[src/rtl/segaddr_pkg.sv]
package segaddr_pkg;

    localparam int SEG_W  = 16;
    localparam int OFF_W  = 16;
    localparam int SHIFT  = 4;
    localparam int NSEG   = 4;
    localparam int SEL_W  = $clog2(NSEG);
    localparam int PA_W   = SEG_W + SHIFT;
    localparam int USED_W = SEL_W + 1;

    typedef enum logic [SEL_W-1:0] {
        SEG_ES = 2'd0,
        SEG_CS = 2'd1,
        SEG_SS = 2'd2,
        SEG_DS = 2'd3
    } seg_sel_e;

    typedef enum logic [USED_W-1:0] {
        USE_ES  = 3'd0,
        USE_CS  = 3'd1,
        USE_SS  = 3'd2,
        USE_DS  = 3'd3,
        USE_FAR = 3'd4
    } seg_use_e;

    typedef enum logic [1:0] {
        ACC_FETCH  = 2'd0,
        ACC_DATA   = 2'd1,
        ACC_STRDST = 2'd2,
        ACC_DATA2  = 2'd3
    } acc_kind_e;

    typedef struct packed {
        logic             valid;
        acc_kind_e        kind;
        logic             stack_base;
        logic             ovr_en;
        seg_sel_e         ovr_sel;
        logic             far_en;
        logic [SEG_W-1:0] far_seg;
        logic [OFF_W-1:0] offset;
    } addr_req_t;

    typedef struct packed {
        logic            valid;
        logic [PA_W-1:0] addr;
        seg_use_e        used;
    } addr_rsp_t;

    function automatic logic [SEG_W-1:0] seg_reset_val(input int idx);
        return (idx == int'(SEG_CS)) ? {SEG_W{1'b1}} : {SEG_W{1'b0}};
    endfunction

    function automatic seg_sel_e default_seg(input acc_kind_e kind, input logic stack_base);
        seg_sel_e s;
        case (kind)
            ACC_FETCH:  s = SEG_CS;
            ACC_STRDST: s = SEG_ES;
            default:    s = stack_base ? SEG_SS : SEG_DS;
        endcase
        return s;
    endfunction

    function automatic logic [PA_W-1:0] phys_of(input logic [SEG_W-1:0] seg,
                                                input logic [OFF_W-1:0] off);
        logic [PA_W-1:0] base;
        logic [PA_W-1:0] ext;
        base = {seg, {SHIFT{1'b0}}};
        ext  = PA_W'(off);
        return base + ext;
    endfunction

endpackage

[src/rtl/seg_regfile.sv]
module seg_regfile
    import segaddr_pkg::*;
#(
    parameter int N  = NSEG,
    parameter int W  = SEG_W,
    localparam int SW = $clog2(N)
) (
    input  logic          clk,
    input  logic          rst,
    input  logic          wr_en,
    input  logic [SW-1:0] wr_sel,
    input  logic [W-1:0]  wr_data,
    output logic [W-1:0]  seg_q [N]
);

    always_ff @(posedge clk) begin
        for (int i = 0; i < N; i++) begin
            if (rst) begin
                seg_q[i] <= W'(seg_reset_val(i));
            end else if (wr_en && (wr_sel == SW'(i))) begin
                seg_q[i] <= wr_data;
            end
        end
    end

endmodule

[src/rtl/seg_select.sv]
module seg_select
    import segaddr_pkg::*;
(
    input  addr_req_t        req,
    input  logic [SEG_W-1:0] seg_q [NSEG],
    output logic [SEG_W-1:0] seg_val,
    output seg_use_e         used
);

    seg_sel_e pick;
    logic     ovr_ok;

    // string destinations ignore overrides
    assign ovr_ok = req.ovr_en && (req.kind != ACC_STRDST);

    always_comb begin
        pick = ovr_ok ? req.ovr_sel : default_seg(req.kind, req.stack_base);
        if (req.far_en) begin
            seg_val = req.far_seg;
            used    = USE_FAR;
        end else begin
            seg_val = seg_q[pick];
            used    = seg_use_e'({1'b0, pick});
        end
    end

endmodule

[src/rtl/addr_adder.sv]
module addr_adder
    import segaddr_pkg::*;
(
    input  logic [SEG_W-1:0] seg_val,
    input  logic [OFF_W-1:0] offset,
    output logic [PA_W-1:0]  phys
);

    assign phys = phys_of(seg_val, offset);

endmodule

[src/rtl/seg_addr_gen.sv]
module seg_addr_gen
    import segaddr_pkg::*;
(
    input  logic              clk,
    input  logic              rst,
    input  logic              wr_en,
    input  logic [SEL_W-1:0]  wr_sel,
    input  logic [SEG_W-1:0]  wr_data,
    input  logic              req_valid,
    input  logic [1:0]        req_kind,
    input  logic              req_stack_base,
    input  logic              req_ovr_en,
    input  logic [SEL_W-1:0]  req_ovr_sel,
    input  logic              req_far_en,
    input  logic [SEG_W-1:0]  req_far_seg,
    input  logic [OFF_W-1:0]  req_offset,
    output logic              addr_valid,
    output logic [PA_W-1:0]   phys_addr,
    output logic [USED_W-1:0] seg_used
);

    addr_req_t        req;
    addr_rsp_t        rsp_q;
    logic [SEG_W-1:0] seg_q [NSEG];
    logic [SEG_W-1:0] seg_val;
    seg_use_e         used_c;
    logic [PA_W-1:0]  phys_c;

    always_comb begin
        req.valid      = req_valid;
        req.kind       = acc_kind_e'(req_kind);
        req.stack_base = req_stack_base;
        req.ovr_en     = req_ovr_en;
        req.ovr_sel    = seg_sel_e'(req_ovr_sel);
        req.far_en     = req_far_en;
        req.far_seg    = req_far_seg;
        req.offset     = req_offset;
    end

    seg_regfile #(.N(NSEG), .W(SEG_W)) u_regs (
        .clk     (clk),
        .rst     (rst),
        .wr_en   (wr_en),
        .wr_sel  (wr_sel),
        .wr_data (wr_data),
        .seg_q   (seg_q)
    );

    seg_select u_sel (
        .req     (req),
        .seg_q   (seg_q),
        .seg_val (seg_val),
        .used    (used_c)
    );

    addr_adder u_add (
        .seg_val (seg_val),
        .offset  (req.offset),
        .phys    (phys_c)
    );

    always_ff @(posedge clk) begin
        if (rst) begin
            rsp_q <= '{valid: 1'b0, addr: '0, used: USE_ES};
        end else begin
            rsp_q.valid <= req.valid;
            if (req.valid) begin
                rsp_q.addr <= phys_c;
                rsp_q.used <= used_c;
            end
        end
    end

    assign addr_valid = rsp_q.valid;
    assign phys_addr  = rsp_q.addr;
    assign seg_used   = rsp_q.used;

endmodule

[config.mk]
export PLATFORM = sky130hd
export DESIGN_NAME = seg_addr_gen
export DESIGN_NICKNAME = d
export VERILOG_FILES = /design/src/rtl/segaddr_pkg.sv /design/src/rtl/seg_regfile.sv /design/src/rtl/seg_select.sv /design/src/rtl/addr_adder.sv /design/src/rtl/seg_addr_gen.sv
export SDC_FILE = /design/constraint.sdc
export NUM_CORES = 1
export LEC_CHECK = 0
export BUFFER_PORTS_ARGS = -buffer_cell sky130_fd_sc_hd__buf_4
export CELL_PAD_IN_SITES_DETAIL_PLACEMENT = 0
export CELL_PAD_IN_SITES_GLOBAL_PLACEMENT = 1
export CORE_MARGIN = 3
export CORE_UTILIZATION = 38
export CTS_BUF_LIST = sky130_fd_sc_hd__clkbuf_4
export CTS_CLUSTER_DIAMETER = 40
export DETAILED_ROUTE_END_ITERATION = 10
export PLACE_DENSITY_LB_ADDON = 0.1
export SYNTH_ARGS = -nofsm -noshare
export SYNTH_HDL_FRONTEND = slang
export SYNTH_SLANG_ARGS = --single-unit
[constraint.sdc]
create_clock -name clk -period 8.8 [get_ports clk]
set_input_delay 0 -clock clk [delete_from_list [all_inputs] [get_ports clk]]
set_output_delay 0 -clock clk [all_outputs]
set_load 0.01 [all_outputs]
; Word level (Yosys, flattened, before mapping)
; Index checks and enable logic that the tools add are counted.
[totals]
inputBits = 61
regBits = 88
wordCells = 30
[classes]
n_bitwise = 1
n_lt_le_gt_ge = 1
addsub = 1
n_eq_ne = 5
n_reduce_logical = 7
n_mux = 8
[op_table]
columns = cell, count
row1 = $mux 16, 3
row2 = $bmux 16 s2, 1
row3 = $add 20x16->20, 1
row4 = $eq 2x2->1 const B, 3
row5 = $logic_and 1x1->1, 5
row6 = $logic_not 2->1, 2
row7 = $pmux 2 s2, 1
row8 = $ge 3x3->1 const B, 1
row9 = $mux 3, 1
row10 = $not 2->3, 1
row11 = $eq 2x1->1 const B, 1
row12 = $mux 2, 1
row13 = $ne 2x2->1 const B, 1
row14 = $mux 1, 1

; Longest topological paths before layout
; Gate-level depths: netlist (run 1).
[logic_depth]
depth_word = 9
depth_mapped = 17
depth_no_buf = 16

; Cells and area by module
; A second synthesis (run 1) with hierarchy kept.
[hier_totals]
hier_cells = 514
hier_area_um2 = 4954.8
[by_module_without_submodules]
columns = module, cells_each, instances, area_per_inst_um2, seq_area_each_um2
row1 = seg_regfile, 247, 1, 2603.7, 1281.2
row2 = seg_addr_gen, 76, 1, 863.3, 480.5
row3 = addr_adder, 108, 1, 820.8, 0.0
row4 = seg_select, 83, 1, 666.9, 0.0

; Worst setup path before layout (run 1)
; Ideal clock, no wire load.
[synth_path]
kind = input port to flip-flop
startpoint = in req_ovr_en
endpoint = reg rsp_q (netlist bit phys_addr[18])
setup_time_ns = 0.132
arrival_ns = 3.003
path_stages = 16
required_ns = 8.668
setup_slack_ns = 5.664
cell_sequence = nor2b_1 > nor3_4 > buf_2 > clkbuf_1 > nand3_1 > o21ai_0 > o21ai_0 > ha_1 > fa_1 > a21oi_1 > o221ai_1 > a221oi_1 > o21ai_1 > nand3b_1 > mux2_2 > o221ai_2
[synth_between]
elab_chain_len = 8
[synth_rtl]
columns = element, line_no
row1 = start: declaration, seg_addr_gen.sv:12  ; input logic req_ovr_en,
row2 = $logic_and 1x1->1, seg_select.sv:14  ; assign ovr_ok = req.ovr_en && (req.kind != ACC_STRDST);
row3 = $mux 2, seg_select.sv:17  ; pick = ovr_ok ? req.ovr_sel : default_seg(req.kind, req.stack_base);
row4 = $not 2->3 (not written as such), seg_select.sv:22  ; seg_val = seg_q[pick];
row5 = $bmux 16 s2, seg_select.sv:22
row6 = $mux 16 (not written as such) (2 in a row), seg_select.sv:22
row7 = $mux 16, seg_select.sv:18  ; if (req.far_en) begin
row8 = $add 20x16->20, segaddr_pkg.sv:70  ; return base + ext;
row9 = end signal: assignment, seg_addr_gen.sv:64  ; rsp_q <= '{valid: 1'b0, addr: '0, used: USE_ES};
row10 = end: declaration, seg_addr_gen.sv:23  ; addr_rsp_t rsp_q;
; No other way between the ends. The select of a mux whose other input is x is not followed.
; A chain may end at the register's enable or synchronous reset.

; Worst setup path in the final report (run 1)
; Ends and elaborated chain as after synthesis.

==> reports/metrics.cfg, run 1 <==
[timing]
tightest_slew_ns = 0.903
final-hold-violation-count = 0
final.setup.tns_ns = 0
fin_crit_ns = 3.44
setup_viol = 0
slew_violations = 0
whs_ns = 0.0698
rsz0062_at_grt = false
relSlewSlack_pct = 39.8
max_freq_ghz = 0.290
period_share_pct = 39.1
fin_ws_ns = 5.36
skew_ns = 0.0160

[route]
avgRoutedWirePerCell_um = 15.0
wl_mm = 12.8
detailroute.via_count = 4287
ant_nets = 0
vias_per_cell = 5.06
dr.pass1.iters = 4
drc_errors = 0
dr.first_iter.drc_count = 294

[pwr]
cellPowerDensity_mw_per_mm2 = 170
leakagePower_nw = 2.45
vdd_drop_max_v = 0.000120

[synth]
ys_ff_latch = 88
synthesis.nets = 682
synth_ff_type = dfxtp_1
syn_area_mm2 = 0.00450
async_flop_share_pct = 0
syn_avg_cell_area_um2 = 7.41
seq_area_frac_synth_pct = 39.2
ys_types = 47
yosys_warnings = 0
syn_inst = 607
synth_edf_count = 0

[placed_design]
gp_congestion = 0.895
port_buffers = 84
place_area_mm2 = 0.00521
dp_hpwl_mm = 8.46
preCtsSetupSlack_ns = 5.42
place_inst = 802

[worst_setup_path]
crit_end = phys_addr[18]$_SDFFE_PP0P_
r2r-start = u_regs.seg_q[48]$_SDFFE_PP0P_
crit_path_end_kind = flip-flop
crit_fanout = 33
reg2reg_slack_ns = 5.37
crit_start = req_ovr_en
critPathKind = primary input to flip-flop
r2r_end = phys_addr[18]$_SDFFE_PP0P_
arrival_ns = 3.80
start_kind = primary input
cp.required_ns = 9.16
worst_r2r_path_depth = 14

[job]
maxCapViolCount = 0

[floorplanning]
die_w_um = 115
ios = 85
core_mm2 = 0.0115
rows = 39
initial_core_util_pct = 39.1
die_h_um = 115
dieArea_mm2 = 0.0132

[clock_tree]
clockBufferDepth = 2
clkSlewWorstSetupHoldPaths_ns = 0.14
numCtsBuffers = 9
cts_hold_buf = 31
cts_max_level = 3
cts_setup_buffers = 0
cts_resized = 0
cts_sinks = 88
clockRootBuffer = clkbuf_4
cts_tree = done
clock_latency_ns = 0.45

[grt]
grt_pass1_wl_mm = 20.6
track_usage_pct = 19.8
grt_max_degree = 89
grt_pass1_vias = 4008
grt_overflow_total = 0
antenna_found_initial = 0

[layout]
antenna_cells = 0
multiInputGateArea_mm2 = 0.00257
final_common_cell = nand2_1
stdcell_count = 848
final_cell_mix = 216 x nand2_1, 90 x buf_4, 88 x dfxtp_1
fin_nets = 776
syn_to_final_growth_pct = 27.2
drive_gt1_share_pct = 17.0
ff_latch_area_mm2 = 0.00176
fill_cells = 1170
final_cell_area_mm2 = 0.00572

[status]
status = finished clean

[hold_path]
min_path_type = primary input to flip-flop

==> metrics by stage <==
| stage | utilization [%] | power [W] |
|---|---|---|
| finish | 49.7 | 0.000973 |
| detailed placement | 45.3 | 0.000655 |
| CTS | 49.7 | 0.000984 |
| global route | 49.7 | 0.00103 |
| floorplan | - | 0.000575 |
| global placement | 45.3 | 0.000653 |
==> sequential cells by signal, summed over array words and instances, names as in the netlist <==
name,flops
seg_used,3
addr_valid,1
u_regs.seg_q,64
phys_addr,20
==> how the worst min path moves through the flow <==
stage	startpoint	to	cells past startpoint
2_1_floorplan	wr_data[2]	u_regs.seg_q[34]$_SDFFE_PP1P_	2
3_3_place_gp	req_offset[0]	phys_addr[0]$_SDFFE_PP0P_	3
3_5_place_dp	req_offset[2]	phys_addr[2]$_SDFFE_PP0P_	3
4_1_cts	wr_sel[0]	u_regs.seg_q[25]$_SDFFE_PP0P_	5
5_1_grt	wr_sel[0]	u_regs.seg_q[23]$_SDFFE_PP0P_	5
6_report	wr_sel[0]	u_regs.seg_q[25]$_SDFFE_PP0P_	5
==> cells by family (layout without fill, tap and decap cells) <==
logic type | after synthesis | after routing | synth area share [%]
AND/OR/NAND/NOR | 306 | 306 | 29.9
AO/OA/AOI/OAI | 115 | 115 | 14.6
flip-flops | 88 | 88 | 39.2
buffers and inverters | 45 | 143 | 3.81
multiplexers | 27 | 27 | 6.12
adder cells (fa/ha/maj) | 14 | 14 | 4.06
XOR/XNOR | 12 | 12 | 2.34
==> synthesized netlist by cell type, drive strengths merged, types with 2 or more instances <==
cell	instances	share of area (%)
a21oi	61	6.8
xor2	4	0.78
mux2	4	1.0
a211oi	5	0.95
nand3	17	1.9
mux2i	23	5.1
clkbuf	33	2.8
buf	5	0.47
or2	3	0.42
o311ai	2	0.39
o22ai	3	0.42
o21ai	31	3.4
ha	13	3.6
o221ai	3	0.72
nor3b	2	0.33
dfxtp	88	39
nand2b	7	0.97
inv	7	0.58
nor3	2	0.47
nor2b	7	0.97
nor2	26	2.2
xnor2	8	1.6
o31ai	3	0.50
nand3b	18	3.0
nand2	216	18
==> layer usage <==
metal	routed length (µm)	up-vias	GRT usage, %
met4	195	0	6.73
li1	-	2215	-
met1	6430	1963	28.8
met5	0	-	0
met2	5590	97	30.2
met3	547	12	2.84
==> cell type report <==
cell class                 count  area share, %
multi-input combinational    474           44.9
sequential                    88           30.8
clock buffer                   9           1.18
clock inverter                 6           2.32
timing repair buffer         121           17.2
inverter                       7          0.459
tap                          143           3.13
==> report_power, final <==
part	switching [W]	internal [W]
Clock	0.000145	0.000170
Combinational	0.000120	0.000104
Sequential	0.0000119	0.000421
==> worst max-delay path: stages <==
cell and delay (ns):
buf_4 0.12, nor2b_1 0.18, nor3_4 0.18, buf_4 0.35, nand3_1 0.12, o21ai_0 0.10, o21ai_0 0.10, ha_1 0.22
fa_1 0.41, a21oi_1 0.24, o221ai_1 0.19, a221oi_1 0.40, o21ai_1 0.22, nand3b_1 0.13, mux2_2 0.16, o221ai_2 0.08
dlygate4sd3_1 0.59
No activity file was read; power rests on OpenSTA's default activity.
==> run 2: changes to the inputs <==
==> constraint.sdc (replaced) <==
create_clock -name clk -period 3.5 [get_ports clk]
set_input_delay 0 -clock clk [delete_from_list [all_inputs] [get_ports clk]]
set_output_delay 0 -clock clk [all_outputs]
set_load 0.01 [all_outputs]
==> reports/metrics.cfg, run 2 (same netlist as run 1, synthesis figures left out) <==
[status]
status = finished clean

[route]
wl_mm = 13.1
detailroute.via_count = 4359
dr.pass1.iters = 4
drc_errors = 0
dr.first_iter.drc_count = 308
vias_per_cell = 5.10
avgRoutedWirePerCell_um = 15.3
ant_nets = 0

[floorplanning]
die_w_um = 115
dieArea_mm2 = 0.0132
die_h_um = 115
ios = 85
initial_core_util_pct = 39.1
rows = 39
core_mm2 = 0.0115

[timing]
rsz0062_at_grt = false
skew_ns = 0.0236
period_share_pct = 91.6
final-hold-violation-count = 0
max_freq_ghz = 0.312
relSlewSlack_pct = 39.3
setup_viol = 0
slew_violations = 0
final.setup.tns_ns = 0
fin_crit_ns = 3.21
fin_ws_ns = 0.295
tightest_slew_ns = 0.909

[layout]
fill_cells = 1192
fin_nets = 782
stdcell_count = 855
drive_gt1_share_pct = 17.8
final_common_cell = nand2_1
final_cell_mix = 216 x nand2_1, 95 x buf_4, 88 x dfxtp_1
largest_register = u_regs.seg_q
syn_to_final_growth_pct = 28.1
largest_reg_flops = 64
antenna_cells = 0

[pwr]
swShare_pct = 29.6
leakagePower_nw = 2.47
p_int_w = 0.00170
pwr-share-comb_pct = 23.7
vdd_drop_max_v = 0.000243
clkPwrFrac_pct = 31.1
p_seq_share_pct = 45.2
p_switching_w = 0.000713
cellPowerDensity_mw_per_mm2 = 419
totalPowerFinal_w = 0.00241

[placed_design]
preCtsSetupSlack_ns = 0.139
gp_congestion = 0.865
place_inst = 807
port_buffers = 84
dp_hpwl_mm = 8.84

[clock_tree]
clkSlewWorstSetupHoldPaths_ns = 0.15
cts_resized = 0
numCtsBuffers = 9
cts_setup_buffers = 0
cts_hold_buf = 32
cts_sinks = 88
clockBufferDepth = 2
cts_tree = done
clockRootBuffer = clkbuf_4
cts_max_level = 3
clock_latency_ns = 0.47

[worst_setup_path]
crit_path_end_kind = flip-flop
start_kind = flip-flop
path_delay_family = compound AO/OA/AOI/OAI gates
cp_slowest_cell = dlygate4sd3_1
cp_cell_sequence = nand2_1 -> nand3_1 -> o21ai_0 -> o21ai_0 -> ha_1 -> a21oi_1 -> nand4b_1 -> a21oi_1 -> o21ai_0 -> a211oi_2 -> nand4_1 -> dlygate4sd3_1 -> o311ai_1
arrival_ns = 3.55
cpPeakStageDelay_ns = 0.55
timing.critical_path.buf_inv = 1
critPathKind = flip-flop to flip-flop
cp_common_cell = o21ai_0
crit_fanout = 3
cp.required_ns = 3.85

[grt]
grt_pass1_vias = 4141
antenna_found_initial = 0
grt_max_degree = 89
grt_pass1_wl_mm = 21.1
grt_overflow_total = 0
track_usage_pct = 20.3

[job]
maxCapViolCount = 0

[hold_path]
min_path_type = primary input to flip-flop

## run 2: cell types whose count changed in the layout (fill, tap and decap cells not counted), sizes merged
cell,delta
buf,+5
inv,+1
clkbuf,+1
dlygate4sd3,+1
bufinv,-1
## run 2: layout make-up
type | instances | area (µm²) | area share [%]
clock inverter | 6 | 115 | 2.00
timing repair buffer | 127 | 1030 | 17.9
clock buffer | 10 | 75.1 | 1.30
inverter | 7 | 26.3 | 0.456
sequential | 88 | 1760 | 30.6
tap | 143 | 179 | 3.10
multi-input combinational | 474 | 2570 | 44.6
## run 2: path summary, 6_finish.rpt
kind	from	end	slack, ns	depth (start not counted)
setup / recovery	u_regs.seg_q[33]$_SDFFE_PP1P_	phys_addr[19]$_SDFFE_PP0P_	0.29	13
hold / removal	wr_sel[1]	u_regs.seg_q[44]$_SDFFE_PP1P_	0.03	4
setup reg to reg	u_regs.seg_q[33]$_SDFFE_PP1P_	phys_addr[19]$_SDFFE_PP0P_	0.29	13
hold reg to reg	u_regs.seg_q[8]$_SDFFE_PP0P_	u_regs.seg_q[8]$_SDFFE_PP0P_	0.47	2
## run 2: worst register-to-register path, delay by kind of cell, from the launching register on
family                     cells  cell delay, ns
adders and majority gates      1            0.31
AOI/OAI and AO/OA              7            1.36
DFF                            1            0.41
buffers and inverters          1            0.55
and+or+nand+nor                4            0.48
## run 2: layer usage
metal | track usage [%] | part of all wire [%] | vias up | routed length (µm)
li1 | - | - | 2223 | -
met1 | 28.7 | 50 | 2024 | 6570
met2 | 31.3 | 44 | 98 | 5750
met3 | 3.00 | 4.1 | 14 | 534
met4 | 7.98 | 1.9 | 0 | 249
met5 | 0 | 0 | - | 0
## run 2: power by group through the flow
| stage | Sequential (W) | Clock, W | Combinational, W |
|---|---|---|---|
| 3_5_place_dp | 0.00111 | 0 | 0.000546 |
| 5_1_grt | 0.00110 | 0.000810 | 0.000640 |
| 3_3_place_gp | 0.00111 | 0 | 0.000538 |
| 4_1_cts | 0.00109 | 0.000772 | 0.000575 |
| 6_report | 0.00109 | 0.000751 | 0.000573 |
| 2_1_floorplan | 0.00112 | 0 | 0.000328 |
## run 2: through the flow
stage | utilization [%] | hold WS, ns | cell area (µm²)
after detailed placement | 45.6 | 0.242 | 5250
after floorplan | - | 0.121 | 4500
after global routing | 50.0 | 0.00749 | 5760
after global placement | 45.6 | 0.234 | 5250
after CTS | 50.0 | 0.00288 | 5760
final | 50.0 | 0.0307 | 5760
